$ cat src/rtl/dsel_pkg.sv
package dsel_pkg;
  localparam int unsigned CMD_W = 4;
  localparam logic [CMD_W-1:0] CMD_SPECIAL = 4'b0001;
  typedef logic [CMD_W-1:0] cmd_t;
endpackage

$ cat src/rtl/dsel_cmd_latch.sv
module dsel_cmd_latch
  import dsel_pkg::*;
#(
  parameter cmd_t SPECIAL_CODE = CMD_SPECIAL
) (
  input  logic clk_i,
  input  logic rst_ni,
  input  logic frame_start_i,
  input  cmd_t cmd_i,
  output logic special_o
);
  logic special_q;

  always_ff @(posedge clk_i or negedge rst_ni) begin
    if (!rst_ni)            special_q <= 1'b0;
    else if (frame_start_i) special_q <= (cmd_i == SPECIAL_CODE);
  end

  assign special_o = special_q;
endmodule

$ cat src/rtl/dsel_window_ctr.sv
module dsel_window_ctr #(
  parameter int unsigned WINDOW = 4,
  localparam int unsigned CNT_W = $clog2(WINDOW + 1)
) (
  input  logic             clk_i,
  input  logic             rst_ni,
  input  logic             frame_start_i,
  input  logic             hit_i,
  output logic             active_o,
  output logic [CNT_W-1:0] cnt_o,
  output logic             last_o
);
  logic             active_q;
  logic [CNT_W-1:0] cnt_q;

  assign last_o = active_q && (cnt_q == CNT_W'(WINDOW));

  always_ff @(posedge clk_i or negedge rst_ni) begin
    if (!rst_ni) begin
      active_q <= 1'b0;
      cnt_q    <= '0;
    end else if (frame_start_i) begin
      active_q <= 1'b1;
      cnt_q    <= CNT_W'(1);
    end else if (active_q && (hit_i || last_o)) begin
      active_q <= 1'b0;
    end else if (active_q) begin
      cnt_q <= cnt_q + 1'b1;
    end
  end

  assign active_o = active_q;
  assign cnt_o    = cnt_q;

  assert_cnt_range_R3: assert property (@(posedge clk_i) disable iff (!rst_ni)
    active_q |-> (cnt_q >= CNT_W'(1) && cnt_q <= CNT_W'(WINDOW)));
endmodule

$ cat src/rtl/dsel_claim_eval.sv
module dsel_claim_eval #(
  parameter int unsigned WINDOW = 4,
  localparam int unsigned CNT_W   = $clog2(WINDOW + 1),
  localparam int unsigned SPEED_W = $clog2(WINDOW)
) (
  input  logic               clk_i,
  input  logic               rst_ni,
  input  logic               active_i,
  input  logic               last_i,
  input  logic [CNT_W-1:0]   cnt_i,
  input  logic               special_i,
  input  logic               devsel_ni,
  output logic               hit_o,
  output logic               claim_o,
  output logic [SPEED_W-1:0] speed_o,
  output logic               abort_o
);
  logic               claim_q, abort_q;
  logic [SPEED_W-1:0] speed_q;

  assign hit_o = active_i && !devsel_ni;

  always_ff @(posedge clk_i or negedge rst_ni) begin
    if (!rst_ni) begin
      claim_q <= 1'b0;
      abort_q <= 1'b0;
      speed_q <= '0;
    end else begin
      claim_q <= hit_o;
      abort_q <= last_i && !hit_o && !special_i;
      if (hit_o) speed_q <= SPEED_W'(cnt_i - 1'b1);
    end
  end

  assign claim_o = claim_q;
  assign abort_o = abort_q;
  assign speed_o = speed_q;

  assert_speed_hold_R6: assert property (@(posedge clk_i) disable iff (!rst_ni)
    !claim_q |=> (claim_q || $stable(speed_q)));
endmodule

$ cat src/rtl/dsel_monitor.sv
module dsel_monitor
  import dsel_pkg::*;
#(
  parameter int unsigned WINDOW = 4,
  localparam int unsigned CNT_W   = $clog2(WINDOW + 1),
  localparam int unsigned SPEED_W = $clog2(WINDOW)
) (
  input  logic               clk_i,
  input  logic               rst_ni,
  input  logic               frame_start_i,
  input  logic [CMD_W-1:0]   cmd_i,
  input  logic               devsel_ni,
  output logic               claim_o,
  output logic [SPEED_W-1:0] claim_speed_o,
  output logic               master_abort_o
);
  logic             special, active, last, hit;
  logic [CNT_W-1:0] cnt;

  dsel_cmd_latch #(.SPECIAL_CODE(CMD_SPECIAL)) u_cmd (
    .clk_i, .rst_ni, .frame_start_i, .cmd_i, .special_o(special)
  );

  dsel_window_ctr #(.WINDOW(WINDOW)) u_win (
    .clk_i, .rst_ni, .frame_start_i, .hit_i(hit),
    .active_o(active), .cnt_o(cnt), .last_o(last)
  );

  dsel_claim_eval #(.WINDOW(WINDOW)) u_eval (
    .clk_i, .rst_ni, .active_i(active), .last_i(last), .cnt_i(cnt),
    .special_i(special), .devsel_ni, .hit_o(hit),
    .claim_o, .speed_o(claim_speed_o), .abort_o(master_abort_o)
  );

  assert_excl_R9: assert property (@(posedge clk_i) disable iff (!rst_ni)
    !(claim_o && master_abort_o));
  assert_abort_single_R3: assert property (@(posedge clk_i) disable iff (!rst_ni)
    master_abort_o |=> !master_abort_o);
  assert_special_no_abort_R4: assert property (@(posedge clk_i) disable iff (!rst_ni)
    $rose(master_abort_o) |-> !$past(special));
  assert_claim_in_window_R5: assert property (@(posedge clk_i) disable iff (!rst_ni)
    $rose(claim_o) |-> $past(active));
endmodule

$ cat config.mk
export PLATFORM = sky130hd
export DESIGN_NAME = dsel_monitor
export DESIGN_NICKNAME = d
export VERILOG_FILES = /design/src/rtl/dsel_pkg.sv /design/src/rtl/dsel_cmd_latch.sv /design/src/rtl/dsel_window_ctr.sv /design/src/rtl/dsel_claim_eval.sv /design/src/rtl/dsel_monitor.sv
export SDC_FILE = /design/constraint.sdc
export NUM_CORES = 1
export LEC_CHECK = 0
export ABC_AREA = 1
export BUFFER_PORTS_ARGS = -buffer_cell sky130_fd_sc_hd__buf_4
export CAP_MARGIN = 40
export CORE_AREA = 10 10 47 49
export DETAILED_ROUTE_END_ITERATION = 8
export DIE_AREA = 0 0 57 59
export REMOVE_ABC_BUFFERS = 1
export SKIP_CTS_REPAIR_TIMING = 1
export SLEW_MARGIN = 20
export SYNTH_ARGS = -nofsm -noshare
export SYNTH_HDL_FRONTEND = slang
export SYNTH_SLANG_ARGS = --single-unit
$ cat constraint.sdc
create_clock -name clk_i -period 1.45 [get_ports clk_i]
set_input_delay 0.145 -clock clk_i [delete_from_list [all_inputs] [get_ports clk_i]]
set_output_delay 0.145 -clock clk_i [all_outputs]
set_load 0.01 [all_outputs]
==> results.yml, run 1 <==
cells_and_area:
  stdcell_count: 79
  syn_to_final_growth_pct: 33.53
  utilization: 0.3946
  final_common_cell: "nand2_1"
  nets: 74
  drive_above_1_share: 0.2857
  most-common-layout-cells: "nand2_1, buf_4, dfrtp_1"
  multi_input_area_sq_um: 162.7
  diodes: 0
  regArea_sq_um: 225.2
  fill_cells: 151
yosys:
  synth_area_leaders: "dfrtp_1, nand2_1, ha_1, inv_1, nand3_1"
  syn_area_per_cell_sq_um: 8.812
  synth_top_cell_by_area: "dfrtp_1"
  synth_cell_types: 14
  synth_warnings: 0
  synth_seq_cells: 9
  syn-cell-area_sq_um: 414.1
  synth_top_area_share: 0.5438
  seq_area_frac_synth: 0.5438
  netlist_instances: 47
global_routing:
  gr-usage-all-layers: 0.06128
  grt_pass1_wl_mm: 1.483
  grt_max_degree: 10
  grt_pass1_vias: 344
  gr-total-overflow: 0
  grt_antenna_before_repair: 0
cts:
  worstSkewPairLatency_ns: 0.27
  root_buffer: "clkbuf_4"
  clk_transition_reported_paths_ns: 0.06
  cts_buffer_depth: 2
  cts_num_sinks: 9
  cts_made_buffers: 3
  tritoncts: "yes"
  htree_num_levels: 1
drt:
  drt_pass1_iterations: 4
  viasPerCell: 4.392
  drtIter0Drc: 6
  ant_nets: 0
  post_drt_wl_per_cell_um: 10.52
  drt_wl_total_um: 831
  drc_errors: 0
  vias: 347
place:
  placed_cells: 74
  dp_hpwl_um: 671.8
  portBuffers: 11
  place_congestion: 0.7945
critical_path:
  cp_max_fo: 4
  start_kind: "flop"
  critPathCaptureType: "flop"
  required_ns: 1.66
  cp.arrival_ns: 1.32
  path_class: "reg -> reg"
flow_run:
  maxCapViolations: 0
timing:
  slew_violations: 0
  rsz0062_at_grt: "false"
  fin_worst_skew_ns: 0.007675
  hold-worst-slack_ns: 0.06110
  fin_crit_ns: 1.115
  maxSlewHeadroom: 0.8713
  fin_setup_tns_ns: 0
  finalHoldViolCount: 0
  timing.final.crit_share: 0.7689
  max_freq_mhz: 897.0
  worst_pin_slew_ns: 0.1916
  setup_viol: 0
die:
  die_area_sq_um: 3363
  coreArea_sq_um: 1401
  io_pins: 12
  die_w_um: 57
  die_y_um: 59
  start_util: 0.2955
  num_rows: 14
pwr:
  power_w: 0.0008606
  p_switching_w: 0.0002987
  internal_power_w: 0.0005618
  combPwrFrac: 0.330
  power.share.sequential: 0.436
  leakage_nw: 0.2928
  peakVddDrop_mv: 0.6187
  swShare: 0.3471
  pwr-share-clk: 0.233
  power_per_cell_area_nw_per_um2: 1556
min_path:
  hold_path_class: "in -> reg"
status:
  status: "complete, no violations"
[state kept, by name, summed over array words and instances, names as in the netlist]
register / count
u_win.cnt_o: 3
u_eval.speed_o: 2
u_cmd.special_o: 1
u_eval.abort_o: 1
u_eval.claim_o: 1
u_win.active_o: 1
[per-layer routing]
metal | vias up | routed length (um) | GRT usage
met5 | - | 0 | 0
met4 | 0 | 44 | 0.07047
met3 | 5 | 54 | 0.04077
met2 | 10 | 391 | 0.08217
met1 | 154 | 340 | 0.05790
li1 | 178 | - | -
[cell type report]
cell class,instances,area share
flip-flops and latches,9,0.4072
clock buffers,4,0.04751
repair buffers,12,0.1674
inverters,7,0.04751
well taps,16,0.03620
multi-input cells,31,0.2941
[cell usage after synthesis]
| cell | n |
|---|---|
| nand2_1 | 12 |
| dfrtp_1 | 9 |
| inv_1 | 6 |
| nor2_1 | 5 |
| nand3_1 | 4 |
| a21oi_1 | 2 |
| ha_1 | 2 |
| inv_2 | 1 |
| nand2_2 | 1 |
| nand3_2 | 1 |
| nand4_1 | 1 |
| nor2_4 | 1 |
| nor3_1 | 1 |
| o21ai_0 | 1 |
[power groups by stage]
| stage | Combinational, W | Clock, W | Sequential (W) |
|---|---|---|---|
| floorplan | 0.000171 | 0 | 0.000386 |
| global placement | 0.000289 | 0 | 0.000378 |
| detailed placement | 0.000290 | 0 | 0.000381 |
| CTS | 0.000292 | 0.000203 | 0.000377 |
| global route | 0.000339 | 0.000214 | 0.000386 |
| finish | 0.000284 | 0.000201 | 0.000376 |
[per-stage QoR]
| stage | worst slack, ns | cell area (sq um) |
|---|---|---|
| global placement | 0.3521 | 516.7 |
| global route | 0.2402 | 553.0 |
| detailed placement | 0.3408 | 516.7 |
| floorplan | 0.4115 | 414.1 |
| CTS | 0.3299 | 543.0 |
| finish | 0.3352 | 553.0 |
[cell families after synthesis]
logic type,count (synthesis),share of synthesized area
compound gates,3,0.03624
fa+ha+maj,2,0.06041
buf+inv,7,0.06343
flops,9,0.5438
simple gates,26,0.2961
[path summary, 6_finish.rpt]
check	from	endpoint	slack, ns	cells past startpoint
max reg2reg	u_win.cnt_o[0]$_DFFE_PN0P_	u_win.cnt_o[0]$_DFFE_PN0P_	0.34	7
max	u_win.cnt_o[0]$_DFFE_PN0P_	u_win.cnt_o[0]$_DFFE_PN0P_	0.34	7
max in group asynchronous	rst_ni	u_cmd.special_o$_DFFE_PN0P_	1.08	2
min in group asynchronous	rst_ni	u_eval.claim_o$_DFF_PN0_	0.23	2
min	cmd_i[3]	u_cmd.special_o$_DFFE_PN0P_	0.06	2
min reg2reg	u_cmd.special_o$_DFFE_PN0P_	u_eval.abort_o$_DFF_PN0_	0.44	1
[critical path, cell delays in order, from the launching register on]
cell and delay, ns:
dfrtp_1 0.38, inv_1 0.07, ha_1 0.20, nand2_1 0.09, nand3_2 0.09, nand2_2 0.10
nand2_1 0.06, nand2_1 0.05
Note: power is estimated with default switching activity, not from simulation.
==> run 2: changes to the inputs <==
--- a/config.mk
+++ b/config.mk
@@ -5,7 +5,7 @@
 export SDC_FILE = /design/constraint.sdc
 export NUM_CORES = 1
 export LEC_CHECK = 0
-export ABC_AREA = 1
+export ABC_AREA = 0
 export BUFFER_PORTS_ARGS = -buffer_cell sky130_fd_sc_hd__buf_4
 export CAP_MARGIN = 40
 export CORE_AREA = 10 10 47 49
==> constraint.sdc (replaced) <==
create_clock -name clk_i -period 1.09 [get_ports clk_i]
set_input_delay 0.109 -clock clk_i [delete_from_list [all_inputs] [get_ports clk_i]]
set_output_delay 0.109 -clock clk_i [all_outputs]
set_load 0.01 [all_outputs]
==> run 2 against run 1 <==
Register-to-register slack worse by 0.33 ns. Sequential power grew 2%. Critical endpoint is now u_win.active_o$_DFFE_PN0P_. Die area stayed put. Largest cell class unchanged. Combinational power down 42%. Via count fell by 10%. Clock power is 24% higher. Synthesized cell count decreased by 21%. Hold slack got worse by 0.028 ns. Sequential share of layout area shrank 1.2 points.
==> results.yml, run 2 <==
status:
  status: "complete, no violations"
timing:
  slew_violations: 0
  hold-worst-slack_ns: 0.03329
  rsz0062_at_grt: "true"
  maxSlewHeadroom: 0.8337
  fin_crit_ns: 1.081
  timing.final.crit_share: 0.9914
  finalHoldViolCount: 0
  worst_pin_slew_ns: 0.2460
  fin_setup_tns_ns: 0
  setup_viol: 0
  max_freq_mhz: 925.4
  fin_worst_skew_ns: 0.002456
yosys:
  syn_area_per_cell_sq_um: 10.62
  synth_edf_count: 0
  synth_top_cell_by_area: "dfrtp_1"
  synth_flop_cell: "dfrtp_1"
  seq_area_frac_synth: 0.5732
  yosys-top-cells-count: "dfrtp_1, inv_1, nand2_1"
  syn-cell-area_sq_um: 392.9
  synth_warnings: 0
  synth_cell_types: 15
  postSynth.asyncResetShare: 1.000
  synth_area_leaders: "dfrtp_1, ha_1, mux2i_1, nand2b_1, inv_1"
  netlist_instances: 37
  synth_seq_cells: 9
  synth_top_area_share: 0.5732
  synth.most_common_cell: "dfrtp_1"
die:
  die_area_sq_um: 3363
  io_pins: 12
  start_util: 0.2804
  num_rows: 14
  coreArea_sq_um: 1401
  die_w_um: 57
  die_y_um: 59
min_path:
  hold_path_class: "in -> reg"
  min_to: "u_cmd.special_o$_DFFE_PN0P_"
  min_path_cells: 2
  holdCritStartpoint: "cmd_i[2]"
global_routing:
  gr-total-overflow: 0
  grt_antenna_before_repair: 0
  grt_max_degree: 10
  grt_pass1_wl_mm: 1.449
  gr-usage-all-layers: 0.05737
  grt_pass1_vias: 340
place:
  dp_hpwl_um: 679.8
  placed_cell_area_sq_um: 510.5
  portBuffers: 11
  place_congestion: 0.6896
cts:
  cts_num_sinks: 9
  cts_made_buffers: 3
  root_buffer: "clkbuf_4"
  htree_num_levels: 1
  cts_buffer_depth: 2
  worstSkewPairLatency_ns: 0.25
  clk_transition_reported_paths_ns: 0.06
  tritoncts: "yes"
drt:
  vias: 312
  drt_pass1_iterations: 2
  post_drt_wl_per_cell_um: 12.23
  ant_nets: 0
  drtIter0Drc: 5
  drc_errors: 0
  viasPerCell: 4.394
  drt_wl_total_um: 868
critical_path:
  cp_slowest_cell: "dfrtp_1"
  cp_max_fo: 3
  slowest_delay_ns: 0.39
  critPathBufInv: 1
  cp.arrival_ns: 1.22
  reg2reg_from: "u_win.cnt_o[0]$_DFFE_PN0P_"
  path_class: "reg -> reg"
  crit_family: "flip-flops"
  path_cells: "inv_2 > ha_4 > a21oi_4 > or2_2"
  required_ns: 1.23
  reg2reg_to: "u_win.active_o$_DFFE_PN0P_"
  critPathCaptureType: "flop"
  r2r_slack_ns: 0.009
  start_kind: "flop"
  reg2reg_depth: 4
cells_and_area:
  syn_to_final_growth_pct: 44.90
  fill_cells: 164
  most-common-layout-cells: "buf_4, dfrtp_1, nand2_1"
  diodes: 0
  largest_reg_flops: 3
  nets: 66
  final_area_sq_um: 569.3
  drive_above_1_share: 0.4000
  final_common_cell: "buf_4"
pwr:
  power_per_cell_area_nw_per_um2: 1402
  peakVddDrop_mv: 0.5969
  leakage_nw: 0.2693
flow_run:
  maxCapViolations: 0
==> run 2: worst max-delay path by stage <==
stage,startpoint,cells after the start,end,slack (ns)
finish,u_win.cnt_o[0]$_DFFE_PN0P_,4,u_win.active_o$_DFFE_PN0P_,0.009
floorplan,u_win.cnt_o[0]$_DFFE_PN0P_,4,u_win.active_o$_DFFE_PN0P_,-0.03
detailed placement,u_win.cnt_o[0]$_DFFE_PN0P_,4,u_win.cnt_o[0]$_DFFE_PN0P_,-0.10
global placement,u_win.cnt_o[0]$_DFFE_PN0P_,4,u_win.active_o$_DFFE_PN0P_,-0.02
CTS,u_win.cnt_o[0]$_DFFE_PN0P_,4,u_win.cnt_o[0]$_DFFE_PN0P_,-0.11
global route,u_win.cnt_o[0]$_DFFE_PN0P_,4,u_win.active_o$_DFFE_PN0P_,-0.03
==> run 2: kinds of logic (layout without fill, tap and decap cells) <==
kind of cell,Yosys count,count (layout),share of synthesized area
and+or+nand+nor,15,15,0.1943
DFF,9,9,0.5733
AOI/OAI and AO/OA,5,5,0.07964
buffers and inverters,4,22,0.03821
adders and majority gates,2,2,0.06368
muxes,2,2,0.05096
==> run 2: routing by layer <==
metal	GRT usage	vias up	part of all wire	wire, um
li1	-	158	-	-
met1	0.06152	146	0.42	365
met2	0.08217	6	0.52	453
met3	0.02790	2	0.041	36
met4	0.05034	0	0.014	12
met5	0	-	0	0
==> run 2: per-stage QoR <==
step | cells | util | total power (W) | setup WS (ns)
4_1_cts | 70 | 0.3830 | 0.0007910 | -0.1093
3_3_place_gp | 66 | 0.3643 | 0.0005318 | -0.02272
6_report | 71 | 0.4063 | 0.0007981 | 0.009333
3_5_place_dp | 66 | 0.3643 | 0.0005351 | -0.1019
5_1_grt | 71 | 0.4063 | 0.0008630 | -0.03364
2_1_floorplan | 37 | - | 0.0004513 | -0.02551
==> run 2: power breakdown <==
part           total [W]  internal (W)  switching (W)
registers       0.000383      0.000364      0.0000194
logic           0.000164     0.0000891      0.0000754
clock network   0.000250      0.000141       0.000110
total           0.000798      0.000594       0.000204
==> run 2: worst register-to-register path, delay by kind of cell (launching register included) <==
kind	cells	cell delay [ns]
buffers and inverters	1	0.08
flip-flops	1	0.39
AO/OA/AOI/OAI	1	0.07
adder cells (fa/ha/maj)	1	0.15
AND/OR/NAND/NOR	1	0.27
==> run 2: layout make-up <==
cell class / instances / area, sq um / area share
inverter: 4 / 15.01 / 0.02637
sequential: 9 / 225.2 / 0.3956
tap: 16 / 20.02 / 0.03516
multi-input combinational: 24 / 175.2 / 0.3077
timing repair buffer: 14 / 107.6 / 0.1890
clock buffer: 4 / 26.28 / 0.04615
